==> config.mk <==
export PLATFORM = sky130hd
export DESIGN_NAME = vld_seq
export DESIGN_NICKNAME = d
export VERILOG_FILES = /design/src/rtl/vld_pkg.sv /design/src/rtl/vld_addr_gen.sv /design/src/rtl/vld_wb.sv /design/src/rtl/vld_fsm.sv /design/src/rtl/vld_seq.sv
export SDC_FILE = /design/constraint.sdc
export NUM_CORES = 1
export LEC_CHECK = 0
export BUFFER_PORTS_ARGS = -buffer_cell sky130_fd_sc_hd__clkbuf_2
export CAP_MARGIN = 20
export CORE_ASPECT_RATIO = 0.7
export CORE_UTILIZATION = 40
export DETAILED_ROUTE_END_ITERATION = 16
export HOLD_SLACK_MARGIN = 0.02
export PLACE_DENSITY = 0.77
export SETUP_SLACK_MARGIN = 0.1
export SYNTH_ARGS = -nofsm -noshare
export SYNTH_HDL_FRONTEND = slang
export SYNTH_SLANG_ARGS = --single-unit
==> constraint.sdc <==
create_clock -name clk_i -period 2.3 [get_ports clk_i]
set_clock_uncertainty 0.15 [all_clocks]
set_input_delay 0.575 -clock clk_i [delete_from_list [all_inputs] [get_ports clk_i]]
set_output_delay 0.575 -clock clk_i [all_outputs]
set_load 0.01 [all_outputs]
==> src/rtl/vld_pkg.sv <==
package vld_pkg;
  typedef enum logic [1:0] {
    ST_IDLE,
    ST_REQ,
    ST_WAIT,
    ST_FIN
  } st_e;
endpackage

==> src/rtl/vld_addr_gen.sv <==
module vld_addr_gen #(
  parameter int ADDR_W = 32
) (
  input  logic              clk_i,
  input  logic              rst_ni,
  input  logic              load_i,
  input  logic [ADDR_W-1:0] base_i,
  input  logic [1:0]        esize_i,
  input  logic              step_i,
  output logic [ADDR_W-1:0] addr_o
);
  logic [ADDR_W-1:0] addr_q;
  logic [1:0]        sz_q;
  logic [ADDR_W-1:0] stride;

  assign stride = ADDR_W'(1) << sz_q;

  // running address: one adder instead of an index multiplier
  always_ff @(posedge clk_i or negedge rst_ni) begin
    if (!rst_ni) begin
      addr_q <= '0;
      sz_q   <= '0;
    end else if (load_i) begin
      addr_q <= base_i;
      sz_q   <= esize_i;
    end else if (step_i) begin
      addr_q <= addr_q + stride;
    end
  end

  assign addr_o = addr_q;
endmodule

==> src/rtl/vld_wb.sv <==
module vld_wb #(
  parameter int DATA_W = 64,
  parameter int RIDX_W = 5
) (
  input  logic              clk_i,
  input  logic              rst_ni,
  input  logic              load_i,
  input  logic [RIDX_W-1:0] dest_i,
  input  logic              step_i,
  input  logic [DATA_W-1:0] data_i,
  output logic              we_o,
  output logic [RIDX_W-1:0] waddr_o,
  output logic [DATA_W-1:0] wdata_o
);
  logic [RIDX_W-1:0] waddr_q;

  always_ff @(posedge clk_i or negedge rst_ni) begin
    if (!rst_ni)      waddr_q <= '0;
    else if (load_i)  waddr_q <= dest_i;
    else if (step_i)  waddr_q <= waddr_q + RIDX_W'(1);
  end

  assign we_o    = step_i;
  assign waddr_o = waddr_q;
  assign wdata_o = data_i;
endmodule

==> src/rtl/vld_fsm.sv <==
module vld_fsm
  import vld_pkg::*;
#(
  parameter int CNT_W = 5
) (
  input  logic             clk_i,
  input  logic             rst_ni,
  input  logic             start_i,
  input  logic [CNT_W-1:0] count_i,
  input  logic             rsp_valid_i,
  input  logic             rsp_fault_i,
  output st_e              state_o,
  output logic             load_o,
  output logic             step_o,
  output logic [CNT_W-1:0] loaded_o,
  output logic             trap_o,
  output logic             done_o
);
  st_e              st_q, st_d;
  logic [CNT_W-1:0] idx_q, cnt_q, loaded_q;
  logic             trap_q;
  logic             accept, good, bad, last;

  assign accept = (st_q == ST_IDLE) && start_i;
  assign good   = (st_q == ST_WAIT) && rsp_valid_i && !rsp_fault_i;
  assign bad    = (st_q == ST_WAIT) && rsp_valid_i && rsp_fault_i;
  assign last   = (idx_q + CNT_W'(1)) == cnt_q;

  always_comb begin
    st_d = st_q;
    unique case (st_q)
      ST_IDLE: if (start_i) st_d = (count_i == '0) ? ST_FIN : ST_REQ;
      ST_REQ:  st_d = ST_WAIT;
      ST_WAIT: if (rsp_valid_i) st_d = (rsp_fault_i || last) ? ST_FIN : ST_REQ;
      ST_FIN:  st_d = ST_IDLE;
      default: st_d = ST_IDLE;
    endcase
  end

  always_ff @(posedge clk_i or negedge rst_ni) begin
    if (!rst_ni) begin
      st_q     <= ST_IDLE;
      idx_q    <= '0;
      cnt_q    <= '0;
      loaded_q <= '0;
      trap_q   <= 1'b0;
    end else begin
      st_q <= st_d;
      if (accept) begin
        idx_q    <= '0;
        cnt_q    <= count_i;
        loaded_q <= '0;
        trap_q   <= 1'b0;
      end else if (good) begin
        idx_q <= idx_q + CNT_W'(1);
        if (last) loaded_q <= cnt_q;
      end else if (bad) begin
        // element 0 is mandatory: trap instead of truncating
        loaded_q <= idx_q;
        trap_q   <= (idx_q == '0);
      end
    end
  end

  assign state_o  = st_q;
  assign load_o   = accept;
  assign step_o   = good;
  assign loaded_o = loaded_q;
  assign done_o   = (st_q == ST_FIN);
  assign trap_o   = (st_q == ST_FIN) && trap_q;
endmodule

==> src/rtl/vld_seq.sv <==
module vld_seq
  import vld_pkg::*;
#(
  parameter int ADDR_W = 32,
  parameter int DATA_W = 64,
  parameter int CNT_W  = 5,
  parameter int RIDX_W = 5
) (
  input  logic              clk_i,
  input  logic              rst_ni,
  input  logic              start_i,
  input  logic [ADDR_W-1:0] base_addr_i,
  input  logic [1:0]        esize_i,
  input  logic [CNT_W-1:0]  count_i,
  input  logic [RIDX_W-1:0] dest_base_i,
  output logic              mem_req_o,
  output logic [ADDR_W-1:0] mem_addr_o,
  input  logic              mem_rsp_valid_i,
  input  logic [DATA_W-1:0] mem_rsp_data_i,
  input  logic              mem_rsp_fault_i,
  output logic              rf_we_o,
  output logic [RIDX_W-1:0] rf_waddr_o,
  output logic [DATA_W-1:0] rf_wdata_o,
  output logic              busy_o,
  output logic              done_o,
  output logic              trap_o,
  output logic [CNT_W-1:0]  loaded_o
);
  st_e  state;
  logic load, step;

  vld_fsm #(.CNT_W(CNT_W)) i_fsm (
    .clk_i       (clk_i),
    .rst_ni      (rst_ni),
    .start_i     (start_i),
    .count_i     (count_i),
    .rsp_valid_i (mem_rsp_valid_i),
    .rsp_fault_i (mem_rsp_fault_i),
    .state_o     (state),
    .load_o      (load),
    .step_o      (step),
    .loaded_o    (loaded_o),
    .trap_o      (trap_o),
    .done_o      (done_o)
  );

  vld_addr_gen #(.ADDR_W(ADDR_W)) i_addr (
    .clk_i   (clk_i),
    .rst_ni  (rst_ni),
    .load_i  (load),
    .base_i  (base_addr_i),
    .esize_i (esize_i),
    .step_i  (step),
    .addr_o  (mem_addr_o)
  );

  vld_wb #(.DATA_W(DATA_W), .RIDX_W(RIDX_W)) i_wb (
    .clk_i   (clk_i),
    .rst_ni  (rst_ni),
    .load_i  (load),
    .dest_i  (dest_base_i),
    .step_i  (step),
    .data_i  (mem_rsp_data_i),
    .we_o    (rf_we_o),
    .waddr_o (rf_waddr_o),
    .wdata_o (rf_wdata_o)
  );

  assign mem_req_o = (state == ST_REQ);
  assign busy_o    = (state != ST_IDLE);
endmodule

## Word-level counts from Yosys, hierarchy flattened

Index checks and enable logic that the tools add are counted.

| operators by class | value |
|---|---|
| add/subtract/negate cells | 3 |
| multipliers | 0 |
| div/mod/pow operators | 0 |
| order comparisons | 0 |
| eq/ne operators | 8 |
| shift-type cells | 1 |
| mux-type cells | 18 |
| bitwise gates (word level) | 0 |
| reductions and logical operators | 17 |

Operator list:

| cell | number |
|---|---|
| two-way mux 32 bit | 2 |
| two-way mux 5 bit | 8 |
| adder 32 bit | 1 |
| << shifter 1 x 2 -> 32 bit (first input constant) | 1 |
| adder 5 x 1 -> 5 bit (second input constant) | 2 |
| logical NOT 5 bit | 2 |
| two-way mux 2 bit | 4 |
| case mux 2 bit (4 select lines) | 1 |
| AND reduction 2 bit | 3 |
| nonzero test 2 bit | 3 |
| == test 5 bit | 1 |
| logical AND 1 bit | 5 |
| == test 2 bit (second input constant) | 2 |
| != test 2 bit (second input constant) | 2 |
| two-way mux 1 bit | 3 |
| != test 3 x 1 -> 1 bit (second input constant) | 1 |
| nonzero test 3 bit | 1 |
| == test 2 x 1 -> 1 bit (second input constant) | 1 |
| logical NOT 2 bit | 1 |
| != test 2 x 1 -> 1 bit (second input constant) | 1 |
| logical NOT 1 bit | 1 |
| logical OR 1 bit | 1 |

| word-level totals | value |
|---|---|
| bits in registers | 57 |
| latch bits | 0 |
| RAM bits | 0 |
| memory bits (read-only) | 0 |
| memories | 0 |

## Logic depth before layout (Yosys ltp)

Gate-level depths: netlist of the first run.

| logic depth | value |
|---|---|
| depth after elaboration | 6 |
| gate-level depth with buffers | 10 |

## By module

Synthesis of the first run repeated with hierarchy kept, for this count alone.

| second synthesis, totals | value |
|---|---|
| cells, all modules | 479 |
| area total of the unflattened synthesis | 4,166.5 µm² |

Modules (own cells, without submodules):

| module | times used | cells an instance | area each (µm²) | seq. area each (µm²) |
|---|---|---|---|---|
| vld_addr_gen | 1 | 286 | 2,398.6 | 850.8 |
| vld_fsm | 1 | 102 | 1,018.5 | 450.4 |
| vld_wb | 1 | 89 | 737.0 | 125.1 |
| vld_seq | 1 | 2 | 12.5 | 0.0 |

## Worst setup path before layout of the first run

Ideal clock, no wire load.

| timing | value |
|---|---|
| path type | reg-to-reg |
| start point | register i_addr.addr_q[0], in the netlist i_addr.addr_o[0] |
| end point | register i_addr.addr_q[14], in the netlist i_addr.addr_o[14] |
| arrival time | 2.031 ns |
| required time | 2.015 ns |
| setup slack | -0.015 ns |
| stages on the path, launching flop included | 10 |
| path buffers | 1 |
| clock period less this slack | 2.315 ns |
| cells stage by stage | dfrtp_1 ha_1 fa_1 a21o_1 a21o_1 and3_1 buf_2 nand4_1 xor2_1 o21ai_0 |

| between the ends | value |
|---|---|
| word-level cells in the longest chain between the ends | 3 |

RTL lines:

| element | line | RTL |
|---|---|---|
| start: declaration | vld_addr_gen.sv:12 | `logic [ADDR_W-1:0] addr_q;` |
| start signal: assignment | vld_addr_gen.sv:24 | `addr_q <= base_i;` |
| start signal: assignment | vld_addr_gen.sv:27 | `addr_q <= addr_q + stride;` |
| adder 32 bit | vld_addr_gen.sv:27 |  |
| two-way mux 32 bit | vld_addr_gen.sv:26 | `end else if (step_i) begin` |
| two-way mux 32 bit | vld_addr_gen.sv:23 | `end else if (load_i) begin` |

Every way passes these cells. The select of a mux whose other input is x is not followed.
A chain may end at the register's enable or synchronous reset.

## Final worst setup path of the first run

| timing | value |
|---|---|
| start point | register i_fsm.idx_q[1] |
| end point | register i_fsm.loaded_q[4], in the netlist i_fsm.loaded_o[4] |

| between the ends | value |
|---|---|
| word-level cells in the longest chain between the ends | 4 |

RTL lines:

| element | line | RTL |
|---|---|---|
| start: declaration | vld_fsm.sv:20 | `logic [CNT_W-1:0] idx_q, cnt_q, loaded_q;` |
| start signal: assignment | vld_fsm.sv:55 | `idx_q <= idx_q + CNT_W'(1);` |
| adder 5 x 1 -> 5 bit | vld_fsm.sv:27 | `assign last = (idx_q + CNT_W'(1)) == cnt_q;` |
| == test 5 bit | vld_fsm.sv:27 |  |
| != test 3 x 1 -> 1 bit (no source line) | n/a |  |
| AND reduction 2 bit (no source line) | n/a |  |
| end signal: assignment | vld_fsm.sv:56 | `if (last) loaded_q <= cnt_q;` |
| end signal: assignment | vld_fsm.sv:59 | `loaded_q <= idx_q;` |
| end: declaration | vld_fsm.sv:20 |  |

Every way passes these cells.

==> impl_metrics.csv, run 1 <==
group,metric,value,unit
synthesis,yosysWarnings,0,
layout,fin_area,0.00456,mm²
min_path,holdCritPathClass,"in2async",
cts,cts_tree,"done",
worst_setup_path,worstSetupPathDepth,7,
worst_setup_path,slowest_delay,400,ps
grt,grt_pass1_vias,3276,
worst_setup_path,endpoint_kind,"register",
floorplan,fp-row-count,29,
cts,clock_path_buffers,2,
worst_setup_path,critPathArrivalTime,2320,ps
worst_setup_path,critPathBufInv,0,
synthesis,syn_avg_cell_area,8.99,µm²
synthesis,synth_edf_count,0,
layout,drive_gt1_frac,0.379,
drt,drtIter0Drc,190,
synthesis,ys_seq_area_frac,0.371,
worst_setup_path,r2r_start,"i_fsm.idx_q[1]",
timing,hold_violations,0,
worst_setup_path,crit_fanout,5,
cts,ctsHoldBuffers,0,
place,pre_cts_ws,-24.5,ps
synthesis,synth_area_leaders,"dfrtp_1 (37%), buf_4 (13%), nand2_1 (7.5%)",
cts,insertion_delay,330,ps
worst_setup_path,worstSetupPathType,"reg2reg",
grt,grt_pass1_wl,16600,µm
grt,grt_start_max_net_pins,34,
floorplan,die_h,84.1,µm
timing,finalCritPeriodShare,0.985,
worst_setup_path,path_delay_family,"compound AO/OA/AOI/OAI gates",
place,place_inst,588,
timing,setup_viol,0,
synthesis,ys_types,60,
worst_setup_path,worstSetupStartpointType,"register",
cts,clockRootBuffer,"clkbuf_16",
place,hpwlAfterDp,7510,µm
worst_setup_path,r2r_end,"i_fsm.loaded_o[4]",
grt,antenna_found_initial,0,
drt,vias,3247,
floorplan,die_w,119,µm
timing,slew_violations,0,
cts,htreeDepth,3,
drt,drt_first_pass_iters,4,
drt,avgRoutedWirePerCell,16.9,µm
timing,final.setup.worst_slack,34.1,ps
status,status,"completed",
worst_setup_path,crit_chain,"ha_4 -> or3b_4 -> a211oi_2 -> o311a_1 -> nor2_2 -> o21ai_4 -> mux2_4",
job,max_cap_violations,0,
synthesis,syn_nets,549,
synthesis,synth_top_area_frac,0.371,
layout,final-seq-area,0.00143,mm²
layout,area_growth_syn_to_layout,18.5,%
power_and_ir_drop,p_leak,0.00219,µW
floorplan,io-pin-count,224,
timing,slew_headroom,0.643,
power_and_ir_drop,vdd_ir_drop_max,0.515,mV
layout,nets,604,
floorplan,initial_core_util,0.417,
synthesis,synthArstFlopShare,1.00,
timing,rsz0062_at_grt,"true",
power_and_ir_drop,p_total,5830,µW
worst_setup_path,regToRegSetupSlack,30,ps
synthesis,synth_top_area_cell,"dfrtp_1",
drt,drt-vias-per-instance,5.32,
synthesis,synth_ff_type,"dfrtp_1",
layout,fillers,889,
layout,n_antenna_cell,0,
layout,multi_input_area,0.00192,mm²
drt,drc_errors,0,
timing,period_needed,2270,ps
worst_setup_path,required,2360,ps
cts,cts_buffers,9,
floorplan,core_area,0.00922,mm²
worst_setup_path,crit_path_top_delay_cell,"dfrtp_1",
cts,cts_sinks,57,
worst_setup_path,crit_start,"i_fsm.idx_q[1]",
cts,path_clk_slew,50,ps
synthesis,synthCells,428,
worst_setup_path,reg2reg_depth,7,
grt,gr-total-overflow,0,
timing,holdWs,70.2,ps
synthesis,syn-cell-area,0.00385,mm²
grt,grt_usage,0.212,
timing,worst_pin_slew,536,ps
worst_setup_path,worstSetupEndpoint,"i_fsm.loaded_o[4]",
power_and_ir_drop,p_per_area,1280,mW/mm²
drt,routed_wl,10300,µm
timing,fmax,441,MHz
floorplan,dieArea,0.0100,mm²
layout,stdcell_count,610,
place,portBuffers,95,
place,placed_area,0.00407,mm²
place,place.gp.congestion,0.935,
drt,ant_nets,0,
synthesis,yosys_register_bits,57,
worst min path at each step:
stage | start | to | slack (ps) | cells after the start
6_report | rst_ni | i_fsm.loaded_o[2] | 70 | 1
5_1_grt | rst_ni | i_fsm.loaded_o[2] | 120 | 1
4_1_cts | rst_ni | i_fsm.loaded_o[2] | 80 | 1
3_5_place_dp | i_fsm.loaded_o[2] | i_fsm.loaded_o[2] | 360 | 1
3_3_place_gp | i_fsm.trap_q | i_fsm.trap_q | 370 | 2
2_1_floorplan | rst_ni | i_addr.addr_o[0] | 130 | 0
sequential cells by signal, indices dropped and copies added (netlist names):
register	count
i_fsm.loaded_o	5
i_fsm.cnt_q	5
i_addr.addr_o	32
i_addr.sz_q	2
i_fsm.state_o	2
i_fsm.trap_q	1
i_fsm.idx_q	5
i_wb.waddr_o	5
synthesized netlist by cell type, types with 4 or more instances:
cell,count
a21o_1,4
a21oi_1,4
a221o_1,5
a31oi_1,6
and2_1,4
and3_1,5
and3_2,4
buf_2,4
buf_4,65
clkbuf_1,7
dfrtp_1,57
ha_1,7
inv_1,11
mux2_2,5
nand2_1,77
nand3_1,15
nand4_1,8
nor2_1,18
nor2b_1,5
o211ai_1,5
o21ai_0,33
xnor2_1,8
xor2_1,16
report_power, final:
part / switching [µW] / internal, µW / total, µW
Sequential: 543 / 1440 / 1980
Clock: 445 / 852 / 1300
Combinational: 1390 / 1170 / 2550
Total: 2380 / 3460 / 5830
cell families after synthesis:
group                    synth area share
AND/OR/NAND/NOR                     0.222
buffers and inverters               0.168
AO/OA/AOI/OAI                       0.129
flip-flops                          0.371
XOR/XNOR                           0.0605
multiplexers                       0.0224
adder cells (fa/ha/maj)            0.0280
cells in the final DEF, fill, tap and decap left out, drive strengths merged, types with 2 or more instances in the layout:
cell,count
clkbuf,106
nand2,79
dfrtp,57
o21ai,34
buf,30
nor2,18
xor2,16
nand3,16
inv,12
nand4,9
and3,9
xnor2,8
nor3,7
ha,7
a31oi,6
nor2b,5
a221o,5
mux2,5
o211ai,5
o311ai,5
a21o,4
and2,4
a21oi,4
mux2i,3
nor4,3
nand2b,3
or3,3
a22oi,2
o22ai,2
nor4b,2
cell type report:
type / instances / share of cell area
Clock inverter: 3 / 0.00933
Tap cell: 124 / 0.0340
Multi-Input combinational cell: 278 / 0.422
Inverter: 12 / 0.0110
Sequential cell: 57 / 0.313
Timing Repair Buffer: 125 / 0.157
Clock buffer: 11 / 0.0533
layer usage:
metal / up-vias / global-route usage / wire length (µm)
met5: - / 0 / 0
met4: 0 / 0.0690 / 127
met3: 22 / 0.0724 / 760
met2: 119 / 0.314 / 4600
met1: 1582 / 0.289 / 4850
li1: 1524 / - / -
repair_timing:
action                                  4_1_cts  5_1_grt
endpoints found under the setup margin       20       32
pin swaps                                     9        8
buffers inserted                              4        4
resized for setup                            17       21
per-stage QoR:
step	setup TNS, ps	util
4_1_cts	-25.3	0.483
6_report	0	0.495
3_3_place_gp	0	0.441
5_1_grt	-280	0.495
3_5_place_dp	-79.7	0.441
2_1_floorplan	0	-
(Power assumes the default switching activity.)
==> run 2: changes to the inputs <==
--- a/config.mk
+++ b/config.mk
@@ -12,6 +12,7 @@
 export DETAILED_ROUTE_END_ITERATION = 16
 export HOLD_SLACK_MARGIN = 0.02
 export PLACE_DENSITY = 0.77
+export RECOVER_POWER = 25
 export SETUP_SLACK_MARGIN = 0.1
 export SYNTH_ARGS = -nofsm -noshare
 export SYNTH_HDL_FRONTEND = slang
==> run 2 against run 1 <==
Compared with the run above:
- critical path depth unchanged
- utilization is 0.054 points lower
- register-to-register slack is essentially flat
- wire length shrank 0.16%
- sequential share of layout area hardly changed
- clock-buffer cell count stayed put
- sequential cell count unchanged
- final cell count did not move
- clock power about the same
- final area fell by 0.11%
- first-iteration DRC count fell by 2.1%
- largest cell class unchanged
- critical path type unchanged
==> impl_metrics.csv, run 2 (synthesized netlist as in run 1, its figures left out) <==
group,metric,value,unit
floorplan,die_w,119,µm
cts,cts_tree,"done",
grt,gr-total-overflow,0,
grt,grt_pass1_vias,3276,
layout,mostFrequentLayoutCells,"clkbuf_2 (94), nand2_1 (75), dfrtp_1 (57)",
floorplan,die_h,84.1,µm
timing,finalCritPeriodShare,0.987,
floorplan,io-pin-count,224,
floorplan,fp-row-count,29,
worst_setup_path,required,2360,ps
drt,vias,3246,
drt,avgRoutedWirePerCell,16.9,µm
cts,cts_buffers,9,
place,hpwlAfterDp,7510,µm
cts,htreeDepth,3,
drt,wl_met1,4850,µm
timing,fmax,441,MHz
job,max_cap_violations,0,
drt,top_layer,"met4",
timing,setup_viol,0,
drt,ant_nets,0,
grt,grt_pass1_wl,16600,µm
drt,drt_first_pass_iters,4,
timing,slew_headroom,0.272,
timing,rsz0062_at_grt,"true",
layout,largest_reg_flops,32,
min_path,holdCritPathClass,"in2async",
worst_setup_path,path_delay_family,"compound AO/OA/AOI/OAI gates",
grt,antenna_found_initial,0,
drt,route.met2.wl,4600,µm
worst_setup_path,endpoint_kind,"register",
floorplan,core_area,0.00922,mm²
place,place_inst,588,
drt,wl_met3,736,µm
timing,hold_violations,0,
timing,holdWs,282,ps
timing,setup_tns,0,ps
grt,grt_start_max_net_pins,34,
worst_setup_path,crit_path_top_delay_cell,"dfrtp_1",
worst_setup_path,critPathBufInv,0,
drt,drt-vias-per-instance,5.32,
worst_setup_path,slowest_delay,400,ps
layout,nets,604,
power_and_ir_drop,p_leak,0.00218,µW
layout,final_common_cell,"clkbuf_2",
place,place.gp.congestion,0.935,
worst_setup_path,critPathArrivalTime,2330,ps
power_and_ir_drop,vdd_ir_drop_max,0.516,mV
floorplan,dieArea,0.0100,mm²
floorplan,initial_core_util,0.417,
power_and_ir_drop,p_total,5830,µW
layout,n_antenna_cell,0,
cts,cts_sinks,57,
cts,clock_path_buffers,2,
drt,drtIter0Drc,186,
drt,drc_errors,0,
worst_setup_path,worstSetupPathType,"reg2reg",
layout,area_growth_syn_to_layout,18.3,%
grt,grt_usage,0.212,
power_and_ir_drop,p_per_area,1280,mW/mm²
timing,final.setup.worst_slack,30.7,ps
cts,path_clk_slew,50,ps
cts,ctsHoldBuffers,0,
timing,period_needed,2270,ps
worst_setup_path,crit_fanout,5,
status,status,"completed",
cts,insertion_delay,330,ps
drt,routed_wl,10300,µm
place,portBuffers,95,
timing,slew_violations,0,
worst_setup_path,crit_chain,"ha_4 -> or3b_4 -> a211oi_2 -> o311a_1 -> nor2_2 -> o21ai_4 -> mux2_4",
place,pre_cts_ws,-24.5,ps
layout,drive_gt1_frac,0.374,
cts,clockRootBuffer,"clkbuf_16",
worst_setup_path,worstSetupStartpointType,"register",
timing,worst_pin_slew,1090,ps
layout,stdcell_count,610,
==> run 2: worst reg2reg max path, cell delays in order, from the launching register on <==
cell and delay (ps):
dfrtp_1 400, ha_4 160, or3b_4 390, a211oi_2 190, o311a_1 220, nor2_2 70, o21ai_4 240, mux2_4 340
==> run 2: worst paths after layout <==
check	cells after the start	to	slack (ps)	startpoint
min in group clk_i	2	i_addr.addr_o[27]	300	base_addr_i[27]
worst max-delay path	7	i_fsm.loaded_o[4]	30	i_fsm.idx_q[1]
worst min-delay path	1	i_fsm.loaded_o[2]	280	rst_ni
worst max register to register	7	i_fsm.loaded_o[4]	30	i_fsm.idx_q[1]
worst min register to register	1	i_fsm.loaded_o[3]	380	i_fsm.loaded_o[3]
max in group asynchronous	2	i_fsm.loaded_o[3]	800	rst_ni
==> run 2: timing repair <==
item                       CTS  global route
setup buffers                4             4
pin swaps                    9             8
resized for setup           17            21
setup endpoints to repair   20            32
==> run 2: through the flow <==
step	instance area, µm²	util
floorplan	3860	-
global placement	4070	0.441
detailed placement	4070	0.441
CTS	4450	0.483
global route	4550	0.494
finish	4550	0.494
==> run 2: routing by layer <==
metal,vias up,track usage
li1,1525,-
met1,1583,0.289
met2,116,0.314
met3,22,0.0724
met4,0,0.0690
met5,-,0
==> run 2: area by class of cell <==
cell class	instances	area, µm²
Clock inverter	3	42.5
Timing Repair Buffer	125	712
Inverter	12	50.0
Clock buffer	11	243
Fill cell	891	4660
Multi-Input combinational cell	278	1920
Tap cell	124	155
Sequential cell	57	1430
==> run 2: where the power goes <==
| group | switching, µW | leakage (µW) | internal [µW] | total, µW |
|---|---|---|---|---|
| clock network | 445 | 0.000137 | 852 | 1300 |
| logic | 1390 | 0.00133 | 1170 | 2550 |
| registers | 541 | 0.000718 | 1440 | 1980 |
| total | 2370 | 0.00218 | 3460 | 5830 |
==> run 3: changes to the inputs <==
--- a/config.mk
+++ b/config.mk
@@ -8,6 +8,7 @@
 export BUFFER_PORTS_ARGS = -buffer_cell sky130_fd_sc_hd__clkbuf_2
 export CAP_MARGIN = 20
 export CORE_ASPECT_RATIO = 0.7
+export CORE_MARGIN = 2
 export CORE_UTILIZATION = 40
 export DETAILED_ROUTE_END_ITERATION = 16
 export HOLD_SLACK_MARGIN = 0.02
==> run 3 against run 2 <==
Compared with the run above:
- the flow now finishes with violations (negative setup slack)
- final area rose by 3.3%
- power is 4.7% higher
- global-route usage is 1.5 points lower
- sequential share of layout area fell by 0.91 points
- maximum frequency shrank 1.4%
- die area up 4.1%
- setup slack worse by 33 ps
- critical path depth rose by 2
- clock power hardly changed
- critical path type unchanged
- hold slack better by 9.3 ps
==> impl_metrics.csv, run 3 (synthesized netlist as in run 1, its figures left out) <==
group,metric,value,unit
layout,n_antenna_cell,0,
job,max_cap_violations,0,
worst_setup_path,worstSetupStartpointType,"register",
worst_setup_path,crit_chain,"ha_4 -> nor2b_1 -> and4_1 -> o311a_1 -> buf_4 -> buf_4 -> buf_4 -> nor3b_2 -> o22ai_1",
layout,largest_reg_flops,32,
floorplan,fp-row-count,29,
layout,drive_gt1_frac,0.413,
layout,nets,605,
timing,final.setup.worst_slack,-2.06,ps
status,status,"complete, but fails checks",
grt,antenna_found_initial,0,
worst_setup_path,path_delay_family,"simple AND/OR/NAND/NOR gates",
drt,vias,3258,
worst_setup_path,crit_fanout,3,
drt,routed_wl,10100,µm
worst_setup_path,worstSetupPathType,"reg2reg",
timing,slew_violations,0,
power_and_ir_drop,p_per_area,1300,mW/mm²
worst_setup_path,required,2350,ps
floorplan,dieArea,0.0104,mm²
timing,fmax,434,MHz
cts,clockRootBuffer,"clkbuf_16",
drt,drtIter0Drc,158,
cts,htreeDepth,3,
timing,finalCritPeriodShare,1.00,
drt,drc_errors,0,
cts,ctsHoldBuffers,0,
timing,rsz0062_at_grt,"true",
drt,drt-vias-per-instance,5.31,
floorplan,die_h,86.1,µm
timing,setup_tns,-2.06,ps
timing,slew_headroom,0.00230,
worst_setup_path,critPathBufInv,3,
power_and_ir_drop,vdd_ir_drop_max,0.718,mV
timing,worst_pin_slew,1500,ps
grt,grt_pass1_vias,3246,
floorplan,core_area,0.00922,mm²
drt,drt_first_pass_iters,4,
floorplan,io-pin-count,224,
worst_setup_path,crit_path_top_delay_cell,"dfrtp_1",
timing,period_needed,2300,ps
drt,ant_nets,0,
layout,utilization,0.510,
status,violations,"negative setup slack",
layout,area_growth_syn_to_layout,22.2,%
layout,final_common_cell,"clkbuf_2",
cts,cts_buffers,9,
grt,grt_pass1_wl,16100,µm
place,portBuffers,95,
timing,setup_viol,1,
place,place.gp.congestion,0.905,
floorplan,die_w,121,µm
worst_setup_path,slowest_delay,420,ps
power_and_ir_drop,p_leak,0.00226,µW
worst_setup_path,critPathArrivalTime,2350,ps
cts,clock_path_buffers,2,
worst_setup_path,endpoint_kind,"register",
floorplan,initial_core_util,0.417,
worst_setup_path,cp_common_cell,"buf_4",
place,hpwlAfterDp,7300,µm
grt,gr-total-overflow,0,
layout,mostFrequentLayoutCells,"clkbuf_2 (96), nand2_1 (75), dfrtp_1 (54)",
grt,grt_usage,0.197,
grt,grt_start_max_net_pins,58,
cts,path_clk_slew,60,ps
min_path,holdCritPathClass,"in2reg",
timing,hold_violations,0,
cts,insertion_delay,330,ps
cts,cts_sinks,57,
cts,cts_tree,"done",
drt,avgRoutedWirePerCell,16.5,µm
==> run 3: cell count changes in the layout (fill, tap and decap cells not counted), moves of 3 or more <==
cell and change:
o21ai_1 +3, dfrtp_2 +3, o21ai_0 -4, dfrtp_1 -3, clkbuf_1 -3
==> run 3: per-layer routing <==
layer	vias up	track usage	share of wire
met5	-	0	0
met4	0	0.0721	0.011
met3	18	0.0625	0.083
met2	156	0.294	0.44
met1	1562	0.270	0.46
li1	1522	-	-
==> run 3: worst paths after layout <==
check                                  startpoint                end  slack (ps)  cells past startpoint
worst max-delay path               i_fsm.idx_q[1]   i_fsm.state_o[1]          -2                      9
worst min-delay path                   esize_i[0]     i_addr.sz_q[0]         290                      3
worst max register to register     i_fsm.idx_q[1]   i_fsm.state_o[1]          -2                      9
worst min register to register  i_fsm.loaded_o[0]  i_fsm.loaded_o[0]         370                      1
max in group asynchronous                  rst_ni     i_addr.sz_q[1]         460                      2
min in group asynchronous                  rst_ni   i_addr.addr_o[1]         520                      2
==> run 3: area by class of cell <==
| type | count | area, µm² |
|---|---|---|
| inverters | 12 | 50.0 |
| multi-input cells | 278 | 2040 |
| flip-flops and latches | 57 | 1430 |
| fillers | 842 | 4510 |
| well taps | 124 | 155 |
| clock buffers | 9 | 225 |
| clock inverters | 7 | 71.3 |
| repair buffers | 126 | 729 |
==> run 3: power breakdown <==
group          switching, µW  internal (µW)
Clock                    494            834
Combinational           1440           1320
Sequential               574           1440
Total                   2510           3600
==> run 3: worst min-delay path, delay by kind of cell <==
| family | cells | cell delay (ps) |
|---|---|---|
| simple gates | 2 | 90 |
| buf+inv | 1 | 70 |
==> run 3: through the flow <==
stage / instance area, µm² / worst slack [ps] / hold WS [ps] / instances / total power, µW
4_1_cts: 4500 / 15.9 / 111 / 609 / 5860
3_5_place_dp: 4070 / -25.9 / 359 / 587 / 4340
6_report: 4700 / -2.06 / 291 / 613 / 6110
2_1_floorplan: 3860 / 100 / 129 / 428 / 3480
3_3_place_gp: 4070 / 69.7 / 350 / 587 / 4250
5_1_grt: 4700 / -62.5 / 282 / 613 / 6510
==> run 3: what timing repair did <==
| action | in CTS | in global routing |
|---|---|---|
| setup endpoints to repair | 21 | 35 |
| buffers inserted | 6 | 4 |
| gates resized for setup | 21 | 49 |
| pin swaps | 9 | 33 |
